`src/rtl/pio_seq_pkg.sv`:
```
package pio_seq_pkg;

    typedef enum logic [2:0] {
        ST_IDLE  = 3'd0,
        ST_CHECK = 3'd1,
        ST_REG   = 3'd2,
        ST_PA    = 3'd3,
        ST_PB    = 3'd4
    } seq_st_e;

    // Item size in bytes for a size code (2 and 3 both mean four bytes).
    function automatic logic [2:0] item_bytes(input logic [1:0] sz);
        case (sz)
            2'd0:    return 3'd1;
            2'd1:    return 3'd2;
            default: return 3'd4;
        endcase
    endfunction

endpackage

```
`src/rtl/pio_seq_gate.sv`:
```
module pio_seq_gate #(
    parameter int LANES = 4
) (
    input  logic             prot_mode,
    input  logic [1:0]       cpl,
    input  logic [1:0]       iopl,
    input  logic             is_block,
    input  logic [1:0]       size,
    input  logic [1:0]       port_lo,
    input  logic [LANES-1:0] deny,
    output logic             allow
);
    import pio_seq_pkg::*;

    logic [LANES-1:0] covered;
    logic             deny_hit;
    logic             priv_ok;
    logic             align_ok;

    for (genvar i = 0; i < LANES; i++) begin : g_cover
        assign covered[i] = (32'(i) < 32'(item_bytes(size)));
    end

    assign deny_hit = |(deny & covered);
    assign priv_ok  = !prot_mode || (cpl <= iopl) || !deny_hit;

    always_comb begin
        if (!is_block || size == 2'd0) begin
            align_ok = 1'b1;
        end else if (size == 2'd1) begin
            align_ok = !port_lo[0];
        end else begin
            align_ok = (port_lo == 2'b00);
        end
    end

    assign allow = priv_ok && align_ok;

endmodule

```
`src/rtl/pio_seq_lanes.sv`:
```
module pio_seq_lanes #(
    parameter  int LANES = 4,
    localparam int LB    = $clog2(LANES)
) (
    input  logic [1:0]         size,
    input  logic [LB-1:0]      off,
    input  logic [8*LANES-1:0] wsrc,
    input  logic [8*LANES-1:0] rraw,
    output logic [LANES-1:0]   be,
    output logic [8*LANES-1:0] wlanes,
    output logic [8*LANES-1:0] rjust
);
    import pio_seq_pkg::*;

    logic [LB:0] nb;
    assign nb = (LB+1)'(item_bytes(size));

    for (genvar i = 0; i < LANES; i++) begin : g_lane
        logic [LB:0] rel;
        logic [LB:0] src_i;
        logic        hit;
        logic        rok;

        // write side: lane i carries source byte (i - off)
        assign rel    = (LB+1)'(i) - {1'b0, off};
        assign hit    = ((LB+1)'(i) >= {1'b0, off}) && (rel < nb);
        assign be[i]  = hit;
        assign wlanes[8*i +: 8] = hit ? wsrc[8*rel[LB-1:0] +: 8] : 8'h00;

        // read side: result byte i comes from lane (i + off)
        assign src_i  = (LB+1)'(i) + {1'b0, off};
        assign rok    = ((LB+1)'(i) < nb) && !src_i[LB];
        assign rjust[8*i +: 8] = rok ? rraw[8*src_i[LB-1:0] +: 8] : 8'h00;
    end

endmodule

```
`src/rtl/pio_seq.sv`:
```
module pio_seq #(
    parameter  int PORT_W = 16,
    parameter  int MEM_AW = 16,
    parameter  int CNT_W  = 16,
    parameter  int DATA_W = 32,
    localparam int LANES  = DATA_W / 8,
    localparam int LB     = $clog2(LANES)
) (
    input  logic              clk,
    input  logic              rst_n,
    input  logic              start,
    input  logic              is_block,
    input  logic              is_out,
    input  logic              use_imm,
    input  logic [1:0]        size,
    input  logic              dir_down,
    input  logic [7:0]        imm_port,
    input  logic [PORT_W-1:0] port_reg,
    input  logic [MEM_AW-1:0] src_ptr,
    input  logic [MEM_AW-1:0] dst_ptr,
    input  logic [CNT_W-1:0]  rep_count,
    input  logic [DATA_W-1:0] reg_wdata,
    input  logic              prot_mode,
    input  logic [1:0]        cpl,
    input  logic [1:0]        iopl,
    output logic [PORT_W-1:0] perm_port,
    input  logic [LANES-1:0]  perm_deny,
    output logic [PORT_W-1:0] io_addr,
    output logic [LANES-1:0]  io_be,
    output logic              io_rd,
    output logic              io_wr,
    output logic [DATA_W-1:0] io_wdata,
    input  logic [DATA_W-1:0] io_rdata,
    output logic [MEM_AW-1:0] mem_addr,
    output logic [1:0]        mem_size,
    output logic              mem_rd,
    output logic              mem_wr,
    output logic [DATA_W-1:0] mem_wdata,
    input  logic [DATA_W-1:0] mem_rdata,
    output logic              busy,
    output logic              done,
    output logic              fault,
    output logic [DATA_W-1:0] reg_rdata,
    output logic [MEM_AW-1:0] cur_ptr,
    output logic [CNT_W-1:0]  cur_cnt
);
    import pio_seq_pkg::*;

    typedef struct packed {
        seq_st_e           st;
        logic              blk;
        logic              out;
        logic [1:0]        sz;
        logic              down;
        logic [PORT_W-1:0] port;
        logic [MEM_AW-1:0] ptr;
        logic [CNT_W-1:0]  cnt;
        logic [DATA_W-1:0] hold;
        logic [DATA_W-1:0] rdata;
        logic              done;
        logic              fault;
    } seq_t;

    seq_t q, d;

    logic              allow;
    logic [LANES-1:0]  lane_be;
    logic [DATA_W-1:0] lane_w;
    logic [DATA_W-1:0] lane_r;
    logic [MEM_AW-1:0] step;

    pio_seq_gate #(.LANES(LANES)) u_gate (
        .prot_mode (prot_mode),
        .cpl       (cpl),
        .iopl      (iopl),
        .is_block  (q.blk),
        .size      (q.sz),
        .port_lo   (q.port[1:0]),
        .deny      (perm_deny),
        .allow     (allow)
    );

    pio_seq_lanes #(.LANES(LANES)) u_lanes (
        .size   (q.sz),
        .off    (q.port[LB-1:0]),
        .wsrc   (q.hold),
        .rraw   (io_rdata),
        .be     (lane_be),
        .wlanes (lane_w),
        .rjust  (lane_r)
    );

    assign step = MEM_AW'(item_bytes(q.sz));

    always_comb begin
        d       = q;
        d.done  = 1'b0;
        d.fault = 1'b0;
        io_rd   = 1'b0;
        io_wr   = 1'b0;
        mem_rd  = 1'b0;
        mem_wr  = 1'b0;

        case (q.st)
            ST_IDLE: begin
                if (start) begin
                    d.st   = ST_CHECK;
                    d.blk  = is_block;
                    d.out  = is_out;
                    d.sz   = size;
                    d.down = dir_down;
                    d.port = (!is_block && use_imm) ? PORT_W'(imm_port) : port_reg;
                    d.ptr  = is_out ? src_ptr : dst_ptr;
                    d.cnt  = rep_count;
                    d.hold = reg_wdata;
                end
            end
            ST_CHECK: begin
                if (!allow) begin
                    d.fault = 1'b1;
                    d.st    = ST_IDLE;
                end else if (q.blk && q.cnt == '0) begin
                    d.done = 1'b1;
                    d.st   = ST_IDLE;
                end else begin
                    d.st = q.blk ? ST_PA : ST_REG;
                end
            end
            ST_REG: begin
                io_rd  = !q.out;
                io_wr  = q.out;
                if (!q.out) begin
                    d.rdata = lane_r;
                end
                d.done = 1'b1;
                d.st   = ST_IDLE;
            end
            ST_PA: begin
                if (q.out) begin
                    mem_rd = 1'b1;
                    d.hold = mem_rdata;
                end else begin
                    io_rd  = 1'b1;
                    d.hold = lane_r;
                end
                d.st = ST_PB;
            end
            ST_PB: begin
                io_wr  = q.out;
                mem_wr = !q.out;
                d.ptr  = q.down ? (q.ptr - step) : (q.ptr + step);
                d.cnt  = q.cnt - 1'b1;
                if (q.cnt == CNT_W'(1)) begin
                    d.done = 1'b1;
                    d.st   = ST_IDLE;
                end else begin
                    d.st = ST_PA;
                end
            end
            default: d.st = ST_IDLE;
        endcase
    end

    always_ff @(posedge clk or negedge rst_n) begin
        if (!rst_n) begin
            q <= '0;
        end else begin
            q <= d;
        end
    end

    assign perm_port = q.port;
    assign io_addr   = q.port;
    assign io_be     = lane_be;
    assign io_wdata  = lane_w;
    assign mem_addr  = q.ptr;
    assign mem_size  = q.sz;
    assign mem_wdata = q.hold;
    assign busy      = (q.st != ST_IDLE);
    assign done      = q.done;
    assign fault     = q.fault;
    assign reg_rdata = q.rdata;
    assign cur_ptr   = q.ptr;
    assign cur_cnt   = q.cnt;

endmodule

```
`config.mk`:
```
export PLATFORM = sky130hd
export DESIGN_NAME = pio_seq
export DESIGN_NICKNAME = d
export VERILOG_FILES = /design/src/rtl/pio_seq_pkg.sv /design/src/rtl/pio_seq_gate.sv /design/src/rtl/pio_seq_lanes.sv /design/src/rtl/pio_seq.sv
export SDC_FILE = /design/constraint.sdc
export NUM_CORES = 1
export LEC_CHECK = 0
export BUFFER_PORTS_ARGS = -buffer_cell sky130_fd_sc_hd__clkbuf_2
export CORE_ASPECT_RATIO = 1.25
export CORE_MARGIN = 8
export CORE_UTILIZATION = 55
export CTS_BUF_LIST = sky130_fd_sc_hd__clkbuf_16
export CTS_CLUSTER_SIZE = 12
export DETAILED_ROUTE_END_ITERATION = 10
export PLACE_DENSITY = 0.95
export SLEW_MARGIN = 20
export SYNTH_ARGS = -nofsm -noshare
export SYNTH_HDL_FRONTEND = slang
export SYNTH_HIERARCHICAL = 1
export SYNTH_SLANG_ARGS = --single-unit
```
`constraint.sdc`:
```
create_clock -name clk -period 8.9 [get_ports clk]
set_clock_uncertainty 0.15 [all_clocks]
set_input_delay 1.335 -clock clk [delete_from_list [all_inputs] [get_ports clk]]
set_output_delay 1.335 -clock clk [all_outputs]
set_load 0.005 [all_outputs]
```
==> results by group <==
Die
  – Die area: 23,000 um^2
  – # rows: 55
  – Initial Util: 55.9%
  – I/O Pins: 375
  – Die height: 168 um
  – Core region area: 18,100 um^2
  – Die X: 137 um

Power
  – Tot Pwr: 4.55 mW
  – Gate power share: 57.5%
  – Leak pwr: 5.64 nW
  – Switching Fraction: 45.2%
  – Part of the power in registers: 27.5%
  – Clock Power Share: 15.0%
  – PD cells: 396 nW/um^2
  – VDD IR-drop max: 0.196 mV
  – P_sw: 2.05 mW
  – Total internal power: 2.50 mW

Final layout
  – Final #Nets: 1,427
  – Layout cell share with drive strength beyond 1: 43.5%
  – Area grow syn2layout: 13.5%
  – Commonest non-fill, non-tap cells in the layout: 373 x clkbuf_2, 120 x dfrtp_1, 88 x nand2_1, 61 x mux4_2, 50 x a22oi_1
  – Fin cells: 1,449
  – Commonest non-fill, non-tap cell in the layout: clkbuf_2
  – Final Util: 63.4%
  – Final instance area: 11,500 um^2

Synth
  – Synth Register Bits: 122
  – Post-synth EDFFs: 0
  – Top_reg_cell synth: dfrtp_1
  – Library cells used by synthesis: 74
  – Ys async rst share: 100%
  – Cells after Synth: 1,016
  – Syn nets: 1,236
  – Syn Area/Cell: 9.95 um^2
  – Mapped Area: 10,100 um^2
  – Synth Warn #: 6
  – Seq/Total Area, Yosys: 30.2%

Timing
  – Fmax: 183 MHz
  – Fin. max-slew vios: 0
  – Fin crit period: 5.48 ns
  – Final Cycle Share: 61.6%
  – Total negative slack: 0 ns
  – Final hold vios: 0
  – Setup-failing EPs final: 0
  – Slew margin rel.: 31.4%
  – RSZ-0062 raised after global routing: false
  – Final WS setup: 3.42 ns
  – WHS: 0.349 ns
  – Actual slew at the worst max-slew pin: 1.03 ns

Clock tree
  – Clock edge transition at the registers on the reported setup and hold paths: 0.06 ns
  – CTS Sinks: 122
  – Post-CTS setup buffer count: 0
  – Root buf cell: clkbuf_16
  – Worst skew pair latency: 0.41 ns
  – H-Tree Depth: 4
  – Hold buffers post-CTS: 0
  – Max clock buf depth: 2
  – Resize count post-CTS: 0
  – TritonCTS clock tree: yes
  – Total CTS buffers: 17

Global route
  – GR Layer Usage met1: 32.9%
  – Global-route wire length before repair: 53.9 mm
  – Initial antenna violation count: 6
  – GR Util met2: 51.7%
  – Number of global-route vias before repair: 9,395
  – Global route hottest layer: met2
  – Overall Global Routing Usage: 30.6%
  – Largest net degree at the start of global routing: 74
  – GR Util met3: 9.16%
  – Grt ovf: 0

Min path
  – Worst hold path type: register to register
  – Worst Hold Launch: io_addr[10]

Routing
  – Via/cell ratio: 6.30
  – Post-Route WL: 35.9 mm
  – Via count: 9,128
  – Per-cell routed wire length: 24.7 um
  – DRC: 0
  – Final ANT Viol Nets: 0
  – Initial DRC count: 929
  – Pre-antenna DRT Iters: 5

Worst setup path
  – Crit end category: output pin
  – WS Path Type: register to output pin
  – Critical path data required time: 7.41 ns
  – Setup crit start kind: register
  – Reg2reg start: mem_size[1]
  – Crit path DAT: 3.99 ns
  – CP startpoint: io_addr[1]
  – Critical path fanouts, max: 41

Placed design
  – Pre-CTS setup slack: 3.95 ns
  – DP HPWL: 27.6 mm
  – GP Congestion: 0.961
  – DP Area: 10,900 um^2
  – Port Buffers: 374
  – Post-Place Cells: 1,416

Outcome
  – Status: completed

Flow run
  – MaxCap Viol Count: 0
[kinds of logic after synthesis]
logic type	after synthesis	share of synthesized area (%)
and+or+nand+nor	268	13.5
buffers and inverters	234	15.5
AOI/OAI and AO/OA	229	15.5
DFF	122	30.2
muxes	119	20.2
adders and majority gates	34	4.28
xor gates and xnor gates	10	0.866
[flip-flops by register name, indices dropped and copies added, names as in the netlist]
name       cells
mem_wdata     32
reg_rdata     32
cur_cnt       16
cur_ptr       16
io_addr       16
q              6
mem_size       2
done           1
fault          1
[layout make-up]
class / count / area, um^2
Antenna cell: 1 / 2.50
Clock buffer: 17 / 425
Clock inverter: 15 / 153
Fill cell: 1441 / 6620
Inverter: 22 / 82.6
Multi-Input combinational cell: 660 / 5520
Sequential cell: 122 / 3060
Tap cell: 228 / 285
Timing Repair Buffer: 384 / 1950
[power groups by stage]
stage          Combinational [mW]  Sequential, mW  Clock, mW
4_1_cts                      2.60            1.23      0.687
3_3_place_gp                 2.51            1.22          0
6_report                     2.62            1.25      0.681
2_1_floorplan                2.27            1.01          0
3_5_place_dp                 2.59            1.24          0
5_1_grt                      2.85            1.28      0.709
[path summary, 6_finish.rpt]
check / to / slack, ns / cells past startpoint
hold / removal: io_addr[10] / 0.35 / 2
setup reg to reg: cur_ptr[11] / 5.00 / 12
hold reg to reg: io_addr[10] / 0.35 / 2
max in group asynchronous: io_addr[0] / 6.29 / 2
min in group asynchronous: cur_cnt[3] / 0.81 / 1
setup / recovery: io_wdata[17] / 3.42 / 8
[routing by layer]
metal  vias up  part of all wire (%)
li1       3966                     -
met1      4285                    33
met2       731                    50
met3       136                    11
met4        10                   5.9
met5         -                  0.17
[worst max-delay path: stages, from the launching register on]
cell,delay (ns)
dfrtp_2,1.00
inv_1,0.33
ha_1,0.39
buf_4,0.42
inv_1,0.10
ha_1,0.21
a211oi_1,0.68
and3_1,0.30
clkbuf_2,0.12
[synthesized netlist by cell type, types with 9 or more instances]
master	count	area share, %
buf_2	9	0.45
and3_1	20	1.2
dfrtp_1	122	30
a211oi_1	13	0.97
a21oi_1	28	1.4
nor2b_1	30	1.9
o21ai_0	45	2.2
o22ai_1	12	0.74
mux2i_1	22	2.2
a21boi_0	10	0.74
nand3_1	16	0.79
a22oi_1	50	3.7
nor2_1	51	1.9
ha_1	33	4.1
nand2_1	88	3.3
clkbuf_1	31	1.2
inv_1	22	0.82
buf_4	155	12
mux2_2	33	3.7
o211ai_1	14	1.0
a31oi_1	18	1.1
and2_1	18	1.1
mux4_2	61	14
(Power assumes the default switching activity.)
